`src/rtl/pacc_pkg.sv`:
```
package pacc_pkg;
    localparam int DATA_W = 8;
    localparam int ADDR_W = 8;
    localparam logic [ADDR_W-1:0] ADDR_MASK  = 8'h24;
    localparam logic [ADDR_W-1:0] ADDR_FLAG  = 8'h25;
    localparam logic [ADDR_W-1:0] ADDR_COUNT = 8'h27;
    // Index into the 4-bit flag/enable vectors (vector bit n sits at register bit n+4)
    localparam int IX_TOV  = 3;
    localparam int IX_RTI  = 2;
    localparam int IX_POVF = 1;
    localparam int IX_PEDG = 0;

    typedef enum logic {
        LVL_LOW  = 1'b0,
        LVL_HIGH = 1'b1
    } lvl_state_t;
endpackage

```
`src/rtl/pacc_edge_fsm.sv`:
```
module pacc_edge_fsm #(
    parameter int SYNC_STAGES = 2
) (
    input  logic clk,
    input  logic rst_n,
    input  logic pin_in,
    input  logic rise_sel,
    output logic edge_hit
);
    import pacc_pkg::*;

    logic [SYNC_STAGES-1:0] sync_q;
    logic                   level;
    lvl_state_t             state_q, state_d;

    // Synchronizer chain, one flop per stage
    genvar g;
    generate
        for (g = 0; g < SYNC_STAGES; g++) begin : g_sync
            always_ff @(posedge clk) begin
                if (!rst_n)
                    sync_q[g] <= 1'b0;
                else
                    sync_q[g] <= (g == 0) ? pin_in : sync_q[(g == 0) ? 0 : g-1];
            end
        end
    endgenerate

    assign level = sync_q[SYNC_STAGES-1];

    // State register
    always_ff @(posedge clk) begin
        if (!rst_n)
            state_q <= LVL_LOW;
        else
            state_q <= state_d;
    end

    // Next state and edge output
    always_comb begin
        state_d  = state_q;
        edge_hit = 1'b0;
        unique case (state_q)
            LVL_LOW: begin
                if (level) begin
                    state_d  = LVL_HIGH;
                    edge_hit = rise_sel;
                end
            end
            LVL_HIGH: begin
                if (!level) begin
                    state_d  = LVL_LOW;
                    edge_hit = !rise_sel;
                end
            end
        endcase
    end

    // one pulse per transition while the selection is steady
    a_r2_single_hit: assert property (@(posedge clk) disable iff (!rst_n)
        edge_hit |=> (!edge_hit || (rise_sel != $past(rise_sel))));
endmodule

```
`src/rtl/pacc_counter.sv`:
```
module pacc_counter #(
    parameter int W = 8
) (
    input  logic         clk,
    input  logic         rst_n,
    input  logic         inc,
    input  logic         wr_en,
    input  logic [W-1:0] wdata,
    output logic [W-1:0] count,
    output logic         wrap
);
    localparam logic [W-1:0] CNT_MAX = {W{1'b1}};

    logic [W-1:0] count_q;

    always_ff @(posedge clk) begin
        if (!rst_n)
            count_q <= '0;
        else if (wr_en)
            count_q <= wdata;
        else if (inc)
            count_q <= count_q + 1'b1;
    end

    assign count = count_q;
    assign wrap  = inc && !wr_en && (count_q == CNT_MAX);

    // a bus write always wins
    a_r11_write_wins: assert property (@(posedge clk) disable iff (!rst_n)
        wr_en |=> count == $past(wdata));
    // rollover to zero
    a_r4_wrap_zero: assert property (@(posedge clk) disable iff (!rst_n)
        (inc && !wr_en && count == CNT_MAX) |=> count == '0);
    // plain step of one
    a_r2_step_one: assert property (@(posedge clk) disable iff (!rst_n)
        (inc && !wr_en && count != CNT_MAX) |=> count == $past(count) + 1'b1);
endmodule

```
`src/rtl/pacc_flags.sv`:
```
module pacc_flags (
    input  logic       clk,
    input  logic       rst_n,
    input  logic [3:0] set_vec,
    input  logic       wr_mask,
    input  logic [5:0] mask_wdata,
    input  logic       wr_flag,
    input  logic [3:0] clr_vec,
    output logic [3:0] enables,
    output logic [1:0] presc,
    output logic [3:0] flags,
    output logic       pacc_irq,
    output logic       timer_irq
);
    import pacc_pkg::*;

    logic [3:0] en_q, flag_q, clr_eff;
    logic [1:0] presc_q;

    always_ff @(posedge clk) begin
        if (!rst_n) begin
            en_q    <= '0;
            presc_q <= '0;
        end else if (wr_mask) begin
            en_q    <= mask_wdata[5:2];
            presc_q <= mask_wdata[1:0];
        end
    end

    assign clr_eff = wr_flag ? clr_vec : 4'b0000;

    // Set has priority over clear so no event is lost
    always_ff @(posedge clk) begin
        if (!rst_n)
            flag_q <= '0;
        else
            flag_q <= (flag_q & ~clr_eff) | set_vec;
    end

    always_comb begin
        pacc_irq  = (flag_q[IX_POVF] & en_q[IX_POVF]) | (flag_q[IX_PEDG] & en_q[IX_PEDG]);
        timer_irq = (flag_q[IX_TOV]  & en_q[IX_TOV])  | (flag_q[IX_RTI]  & en_q[IX_RTI]);
    end

    assign enables = en_q;
    assign presc   = presc_q;
    assign flags   = flag_q;

    // every set event lands
    a_r7_set_wins: assert property (@(posedge clk) disable iff (!rst_n)
        (set_vec != 4'b0000) |=> ((flags & $past(set_vec)) == $past(set_vec)));
    // untouched flags hold, mask writes included
    a_r6_hold: assert property (@(posedge clk) disable iff (!rst_n)
        (!wr_flag && set_vec == 4'b0000) |=> $stable(flags));
    // cleared bits drop when nothing sets them
    a_r6_clear: assert property (@(posedge clk) disable iff (!rst_n)
        (wr_flag && set_vec == 4'b0000) |=> ((flags & $past(clr_vec)) == 4'b0000));
    // the accumulator request needs an accumulator flag
    a_r8_irq_needs_flag: assert property (@(posedge clk) disable iff (!rst_n)
        pacc_irq |-> (flags[IX_POVF] | flags[IX_PEDG]));
endmodule

```
`src/rtl/pacc_top.sv`:
```
module pacc_top #(
    parameter int SYNC_STAGES = 2
) (
    input  logic                          clk,
    input  logic                          rst_n,
    input  logic                          pin_in,
    input  logic                          rise_sel,
    input  logic                          tov_pulse,
    input  logic                          rti_pulse,
    input  logic [pacc_pkg::ADDR_W-1:0]   bus_addr,
    input  logic                          bus_wr,
    input  logic [pacc_pkg::DATA_W-1:0]   bus_wdata,
    output logic [pacc_pkg::DATA_W-1:0]   bus_rdata,
    output logic [1:0]                    prescale,
    output logic                          pacc_irq,
    output logic                          timer_irq
);
    import pacc_pkg::*;

    logic              edge_hit, wrap;
    logic [DATA_W-1:0] count;
    logic [3:0]        enables, flags, set_vec;
    logic              wr_mask, wr_flag, wr_count;

    assign wr_mask  = bus_wr && (bus_addr == ADDR_MASK);
    assign wr_flag  = bus_wr && (bus_addr == ADDR_FLAG);
    assign wr_count = bus_wr && (bus_addr == ADDR_COUNT);

    pacc_edge_fsm #(.SYNC_STAGES(SYNC_STAGES)) u_edge (
        .clk      (clk),
        .rst_n    (rst_n),
        .pin_in   (pin_in),
        .rise_sel (rise_sel),
        .edge_hit (edge_hit)
    );

    pacc_counter #(.W(DATA_W)) u_cnt (
        .clk   (clk),
        .rst_n (rst_n),
        .inc   (edge_hit),
        .wr_en (wr_count),
        .wdata (bus_wdata),
        .count (count),
        .wrap  (wrap)
    );

    assign set_vec = {tov_pulse, rti_pulse, wrap, edge_hit};

    pacc_flags u_flags (
        .clk        (clk),
        .rst_n      (rst_n),
        .set_vec    (set_vec),
        .wr_mask    (wr_mask),
        .mask_wdata ({bus_wdata[7:4], bus_wdata[1:0]}),
        .wr_flag    (wr_flag),
        .clr_vec    (bus_wdata[7:4]),
        .enables    (enables),
        .presc      (prescale),
        .flags      (flags),
        .pacc_irq   (pacc_irq),
        .timer_irq  (timer_irq)
    );

    always_comb begin
        unique case (bus_addr)
            ADDR_MASK:  bus_rdata = {enables, 2'b00, prescale};
            ADDR_FLAG:  bus_rdata = {flags, 4'b0000};
            ADDR_COUNT: bus_rdata = count;
            default:    bus_rdata = '0;
        endcase
    end
endmodule

```
`config.mk`:
```
export PLATFORM = sky130hd
export DESIGN_NAME = pacc_top
export DESIGN_NICKNAME = d
export VERILOG_FILES = /design/src/rtl/pacc_pkg.sv /design/src/rtl/pacc_edge_fsm.sv /design/src/rtl/pacc_counter.sv /design/src/rtl/pacc_flags.sv /design/src/rtl/pacc_top.sv
export SDC_FILE = /design/constraint.sdc
export NUM_CORES = 1
export LEC_CHECK = 0
export ABC_AREA = 1
export BUFFER_PORTS_ARGS = -buffer_cell sky130_fd_sc_hd__buf_2
export CAP_MARGIN = 20
export CORE_ASPECT_RATIO = 0.7
export CORE_MARGIN = 2
export CORE_UTILIZATION = 40
export CTS_CLUSTER_DIAMETER = 200
export DETAILED_ROUTE_END_ITERATION = 6
export GPL_TIMING_DRIVEN = 1
export HOLD_SLACK_MARGIN = 0.12
export RECOVER_POWER = 25
export SYNTH_ARGS = -nofsm -noshare
export SYNTH_HDL_FRONTEND = slang
export SYNTH_SLANG_ARGS = --single-unit
```
`constraint.sdc`:
```
create_clock -name clk -period 2.5 [get_ports clk]
set_input_delay 0.5 -clock clk [delete_from_list [all_inputs] [get_ports clk]]
set_output_delay 0.5 -clock clk [all_outputs]
set_load 0.01 [all_outputs]
```
* Yosys cells after proc, flatten, opt, wreduce, memory -nomap -nowiden
Cells that the tools add are included.
** Storage, ports and cells
- Flip-flop bits (word level) :: 21
- Output and inout bits :: 12
- Logic and storage cells :: 38
** Cells by class
- $add $sub $neg :: 1
- Eq/ne operators :: 4
- Muxes and demuxes :: 8
- Bitwise operators :: 10
- Reduce and logical (&&, ||, !) cells :: 8
** Operators by type and width (number)
- 8-bit by 6-bit equality test with 1-bit output (second input constant) :: 3
- 8-bit one-hot mux with 3 select lines :: 1
- 8-bit 2-to-1 mux :: 2
- 8-bit by 1-bit adder with 8-bit output (second input constant) :: 1
- 8-bit equality test (second input constant) :: 1
- 1-bit logical AND :: 5
- 1-bit bitwise AND :: 4
- 4-bit bitwise AND :: 1
- 4-bit 2-to-1 mux :: 1
- 4-bit NOT :: 1
- 4-bit bitwise OR :: 1
- 1-bit 2-to-1 mux :: 3
- 1-bit logical NOT :: 2
- 1-bit bitwise OR :: 2
- 1-bit one-hot mux with 2 select lines :: 1
- 2-bit nonzero test :: 1
- 1-bit NOT :: 1

* Longest topological paths before layout
Gate-level depths: netlist (run 1).
- Depth in word-level cells :: 6
- Mapped depth :: 9
- Depth with buffers taken out :: 9

* Hierarchy
A second synthesis (run 1) with hierarchy kept.
** Unflattened totals
- Cell total of the unflattened synthesis :: 187
- Area total of the unflattened synthesis :: 1288.7 sq um
** By module, submodules not included
- pacc_counter :: times used 1, cells an instance 71, area an instance 520.5 sq um, seq. area each 160.2 sq um
- pacc_flags :: times used 1, cells an instance 52, area an instance 370.4 sq um, seq. area each 200.2 sq um
- pacc_top :: times used 1, cells an instance 50, area an instance 295.3 sq um, seq. area each 0.0 sq um
- pacc_edge_fsm :: times used 1, cells an instance 14, area an instance 102.6 sq um, seq. area each 60.1 sq um

* Least setup slack after synthesis (run 1)
Ideal clock, no wire load.
- Path type :: input port to output port
- From :: input bus_addr[4] (netlist name)
- To :: output bus_rdata[0] (netlist name)
- Arrival time :: 1.221 ns
- Required time :: 2.000 ns
- Slack :: 0.779 ns
- Stages on the path :: 5
- Buffers on the path :: 0
- Cell sequence :: inv_1 nand2_2 nor2_8 nand2_1 o21ai_0
** Between the ends
- Word-level cells in the longest chain between the ends :: 2
- Elaborated cells on any way between the ends :: 4
** Ends and longest elaborated chain
- from (decl) :: RTL line pacc_top.sv:10 : input logic [pacc_pkg::ADDR_W-1:0] bus_addr,
- 8-bit by 6-bit equality test with 1-bit output :: RTL line pacc_top.sv:65 : unique case (bus_addr)
- 8-bit one-hot mux with 3 select lines * :: RTL line pacc_top.sv:65
- to (decl) :: RTL line pacc_top.sv:13 : output logic [pacc_pkg::DATA_W-1:0] bus_rdata,
Mark *: on every way between the ends. The rest lies on a longest branch, timed or not.

* Worst setup path after layout (run 1)
- From :: input bus_addr[3] (netlist name)
- To :: output bus_rdata[0] (netlist name)
The elaborated chain is that of the path after synthesis.

==> results of run 1 <==
[flip-flops by register name (all words and copies together) (netlist names)]
signal / count
u_cnt.count: 8
u_flags.enables: 4
u_flags.flags: 4
u_flags.presc: 2
u_edge.level: 1
u_edge.state_q: 1
u_edge.sync_q: 1
[cells in the final DEF (no fill, tap or decap), types with 2 or more instances in the layout]
master,count
buf_2,31
a22o_1,2
xor2_1,2
nand2_2,2
nand2_1,46
nor3_1,3
a21oi_1,4
o221ai_1,4
o21ai_0,7
nand3_1,23
clkbuf_8,3
inv_1,30
clkbuf_1,3
nor2_1,36
dfxtp_1,21
inv_2,2
[area by class of cell]
cell class / count / area [µm²] / share of cell area (%)
repair buffers: 34 / 166 / 11.2
flip-flops and latches: 21 / 420 / 28.3
clock inverters: 1 / 7.51 / 0.505
inverters: 32 / 120 / 8.07
multi-input cells: 139 / 687 / 46.2
well taps: 36 / 45.0 / 3.03
clock buffers: 3 / 41.3 / 2.78
[logic make-up (layout without fill, tap and decap cells)]
| family | count (synthesis) | in the layout | share of synthesized area [%] |
|---|---|---|---|
| simple gates | 116 | 116 | 42.3 |
| buf+inv | 34 | 70 | 10.8 |
| flops | 21 | 21 | 33.7 |
| compound gates | 19 | 19 | 10.0 |
| xor+xnor | 3 | 3 | 2.11 |
| fa+ha+maj | 1 | 1 | 1.00 |
[worst max path at each step]
stage                      from      endpoint  slack [ps]  cells after the start
floorplan           bus_addr[4]  bus_rdata[0]         780                      5
global placement    bus_addr[4]  bus_rdata[5]         540                      7
detailed placement  bus_addr[3]  bus_rdata[4]         510                      7
CTS                 bus_addr[3]  bus_rdata[4]         510                      7
global route        bus_addr[3]  bus_rdata[4]         390                      9
finish              bus_addr[3]  bus_rdata[0]         490                      9
[per-stage QoR]
stage	setup slack, ps	area (µm²)	util [%]	hold slack [ps]
floorplan	779	1250	-	390
global placement	542	1450	50.2	394
detailed placement	515	1450	50.2	406
CTS	513	1500	51.9	409
global route	394	1490	51.6	426
finish	487	1490	51.6	412
[power groups by stage]
stage               sequential [mW]  combinational, mW  clock [mW]
floorplan                     0.352             0.0284           0
CTS                           0.345             0.0565       0.246
finish                        0.345             0.0556       0.237
global route                  0.346             0.0625       0.261
global placement              0.353             0.0554           0
detailed placement            0.353             0.0562           0
[critical path: stages]
cell and delay, ps:
buf_2 90, inv_1 40, nand2_1 100, nor2_1 150, nand3b_2 110, inv_1 180
nand2_1 70, o21ai_0 100, buf_2 170
[layer usage]
metal | vias to the layer above | track usage, %
met3 | 2 | 4.82
met4 | 0 | 3.77
li1 | 682 | -
met2 | 35 | 30.4
met1 | 607 | 24.4
met5 | - | 0
==> impl_metrics.json, run 1 <==
{
  "die_area_um2": 3590,
  "tightestPinTransition_ps": 543,
  "clockBufferDepth": 2,
  "avgViaCountPerCell": 4.98,
  "power.leakage_nw": 0.736,
  "cap_violations": 0,
  "synthTopCellsByArea": "dfxtp_1 (34%), nand2_1 (14%), nor2_1 (11%)",
  "required_ps": 2000,
  "antenna_found_initial": 0,
  "pwr_density_cell_nw_per_um2": 429,
  "cts_buffers": 3,
  "first_iter_violations": 84,
  "fin_setup_tns_ps": 0,
  "hp-class": "in -> reg",
  "portBuffers": 34,
  "start_util_pct": 43.3,
  "hpwl_um": 2460,
  "htreeDepth": 1,
  "fillers": 306,
  "synth_edf_count": 0,
  "met1_length_um": 1540,
  "postSynthAreaPerCell_um2": 6.43,
  "syn_nets": 218,
  "cp.arrival_ps": 1510,
  "swShare_pct": 25.5,
  "wirelength_um": 3180,
  "crit_path_start_kind": "primary input",
  "die_h_um": 50.7,
  "path_clk_slew_ps": 80,
  "grt_pass1_wl_um": 5140,
  "drt-pass1-iter-count": 4,
  "maxSlewViolCount": 0,
  "ys_warn_count": 0,
  "pwr-share-seq_pct": 54.2,
  "yosysTopAreaCell": "dfxtp_1",
  "hold_end": "u_edge.sync_q[0]",
  "vias": 1326,
  "ctsResizeCount": 0,
  "report.final.hold_viol_count": 0,
  "rr_startpoint": "u_cnt.count[1]",
  "synth_cell_types": 25,
  "cts_root_buffer": "clkbuf_8",
  "rsz0062_at_grt": "no",
  "reg2regPathDepth": 8,
  "status": "finished clean",
  "ys_ff_latch": 21,
  "hold_start": "pin_in",
  "synth.most_common_cell": "nand2_1",
  "critPathKind": "in -> out",
  "drive_gt1_share_pct": 20.0,
  "cts_tree": "built",
  "postCtsHoldBufs": 0,
  "boundaryPins": 35,
  "r2r_slack_ps": 1180,
  "power_switching_mw": 0.163,
  "top_layer_used": "met4",
  "area_delta_synth_final_pct": 19.3,
  "wire_per_inst_um": 12.0,
  "yosysSeqAreaShare_pct": 33.7,
  "final_nets": 255,
  "critPathCaptureType": "output port",
  "core_area_um2": 2880,
  "clkPwrFrac_pct": 37.1,
  "async_flop_share_pct": 0,
  "timing.rr.end": "u_cnt.count[6]",
  "grt_pass1_vias": 1193,
  "antenna_cells": 0,
  "die_x_um": 70.7,
  "grt.total_usage_pct": 18.4,
  "synth_top_area_share_pct": 33.7,
  "fmax_mhz": 497,
  "synth_common_cells": "nand2_1 (45), nor2_1 (35), inv_1 (29)",
  "syn_inst": 194,
  "finalNonFillerCells": 266,
  "grt_max_degree": 17,
  "synth_area_um2": 1250,
  "min_period_over_period_pct": 80.5,
  "vdd_drop_max_mv": 0.285,
  "clock_latency_ps": 270,
  "dp_cells": 262,
  "post-cts-setup-buffers": 0,
  "finClkSkew_ps": 4.62,
  "dr_wl_met2_um": 1460,
  "hold_depth": 3,
  "period_needed_ps": 2010,
  "ant_nets": 0,
  "cts_sinks": 21,
  "drc": 0,
  "relSlewSlack_pct": 63.8,
  "grt_overflow": 0,
  "total_power_mw": 0.638,
  "p_comb_share_pct": 8.7,
  "path_max_fanout": 7,
  "place_congestion": 0.841,
  "setup_viol": 0,
  "rows": 16,
  "intPower_mw": 0.475,
  "met3_length_um": 166,
  "ys.flop_type": "dfxtp_1"
}
No activity file was read; power rests on OpenSTA's default activity.
==> inputs of run 2 (changes only) <==
==> constraint.sdc (replaced) <==
create_clock -name clk -period 2 [get_ports clk]
set_input_delay 0.4 -clock clk [delete_from_list [all_inputs] [get_ports clk]]
set_output_delay 0.4 -clock clk [all_outputs]
set_load 0.01 [all_outputs]
==> run 2 against run 1 <==
Sequential power increased by 25%. Worst setup slack worse by 290 ps. Register-to-register slack worse by 470 ps. Critical path depth unchanged. Non-clock buffer count unchanged. First-iteration DRC count down 13%. Largest power group unchanged. Clock power grew 25%. Global-route usage barely moved.
==> impl_metrics.json, run 2 (synthesized netlist as in run 1, its figures left out) <==
{
  "crit_path_start_kind": "primary input",
  "cts_sinks": 21,
  "grt_overflow": 0,
  "stdcell_area_um2": 1490,
  "portBuffers": 34,
  "maxSlewViolCount": 0,
  "finClkSkew_ps": 7.64,
  "die_area_um2": 3590,
  "cts_root_buffer": "clkbuf_8",
  "cp-endpoint": "bus_rdata[0]",
  "cts_tree": "built",
  "period_needed_ps": 1800,
  "path_max_fanout": 7,
  "die_h_um": 50.7,
  "clockBufferDepth": 2,
  "drc": 0,
  "antenna_found_initial": 0,
  "critPathKind": "in -> out",
  "timing.rr.end": "u_cnt.count[7]",
  "fillers": 321,
  "pre_cts_ws_ps": 212,
  "clock_latency_ps": 270,
  "cts_buffers": 3,
  "start_util_pct": 43.3,
  "avgViaCountPerCell": 4.90,
  "boundaryPins": 35,
  "area_delta_synth_final_pct": 19.5,
  "grt.total_usage_pct": 18.4,
  "placed_area_um2": 1450,
  "whs_ps": 313,
  "reg2regPathDepth": 8,
  "drive_gt1_share_pct": 20.4,
  "total_power_mw": 0.798,
  "antenna_cells": 0,
  "multiInputGateArea_um2": 689,
  "cap_violations": 0,
  "post-cts-setup-buffers": 0,
  "grt_pass1_vias": 1173,
  "rr_startpoint": "u_edge.level",
  "startpoint": "bus_addr[4]",
  "cp.arrival_ps": 1400,
  "critPathCaptureType": "output port",
  "hp-class": "in -> reg",
  "wire_per_inst_um": 11.8,
  "ctsResizeCount": 0,
  "first_iter_violations": 73,
  "rsz0062_at_grt": "no",
  "report.final.hold_viol_count": 0,
  "r2r_slack_ps": 710,
  "power.leakage_nw": 0.737,
  "postCtsHoldBufs": 0,
  "vdd_drop_max_mv": 0.464,
  "path_clk_slew_ps": 80,
  "largest_reg_flops": 8,
  "setup_viol": 0,
  "grt_pass1_wl_um": 5220,
  "relSlewSlack_pct": 63.4,
  "htreeDepth": 1,
  "die_x_um": 70.7,
  "regArea_um2": 420,
  "fmax_mhz": 555,
  "hpwl_um": 2460,
  "ant_nets": 0,
  "layout_common_cells": "nand2_1 (45), nor2_1 (36), buf_2 (31), inv_1 (30), nand3_1 (23)",
  "place_congestion": 0.841,
  "required_ps": 1600,
  "rows": 16,
  "final_nets": 255,
  "status": "finished clean",
  "tightestPinTransition_ps": 549,
  "grt_max_degree": 17,
  "vias": 1304,
  "pwr_density_cell_nw_per_um2": 536,
  "fin_setup_tns_ps": 0,
  "wirelength_um": 3130,
  "min_period_over_period_pct": 90.1,
  "drt-pass1-iter-count": 4,
  "setup_slack_ps": 198,
  "mostFrequentLayoutCell": "nand2_1",
  "core_area_um2": 2880
}
==> run 2: changes by cell type in the layout (fill, tap and decap cells not counted) <==
cell | before | now
nand2_2 | 2 | 3
nand2_1 | 46 | 45
==> run 2: layout make-up <==
type	instances	share of cell area, %
Clock inverter	1	0.504
Timing Repair Buffer	34	11.2
Tap cell	36	3.02
Inverter	32	8.06
Sequential cell	21	28.2
Multi-Input combinational cell	139	46.3
Clock buffer	3	2.77
==> run 2: routing by layer <==
layer,vias to the layer above,GRT usage [%],routed length [µm]
met3,2,4.82,164
met1,579,26.4,1600
met2,38,28.2,1360
li1,685,-,-
met5,-,0,0
met4,0,3.14,13
==> run 2: metrics by stage <==
| step | utilization, % | std cells |
|---|---|---|
| 2_1_floorplan | - | 194 |
| 3_3_place_gp | 50.2 | 262 |
| 3_5_place_dp | 50.2 | 262 |
| 4_1_cts | 51.9 | 266 |
| 5_1_grt | 51.7 | 266 |
| 6_report | 51.7 | 266 |
==> run 2: worst max-delay path, stage by stage <==
cell      delay, ps
buf_2            90
inv_1            50
nand2_2          80
nor2_8          170
nand3b_2        110
inv_1           180
nand2_1          70
o21ai_0          90
buf_2           160
==> run 2: power breakdown <==
group	internal (mW)	switching (mW)	leakage, nW
sequential	0.426	0.00583	0.171
clock	0.141	0.155	0.0217
combinational	0.0271	0.0434	0.545
==> run 2: how the worst min path moves through the flow <==
stage / from / to / slack, ps / depth (start not counted)
final: pin_in / u_edge.sync_q[0] / 310 / 3
after global routing: pin_in / u_edge.sync_q[0] / 330 / 3
after CTS: pin_in / u_edge.sync_q[0] / 310 / 3
after floorplan: u_edge.sync_q[0] / u_edge.level / 390 / 2
after global placement: u_edge.sync_q[0] / u_edge.level / 390 / 2
after detailed placement: u_edge.sync_q[0] / u_edge.level / 410 / 2
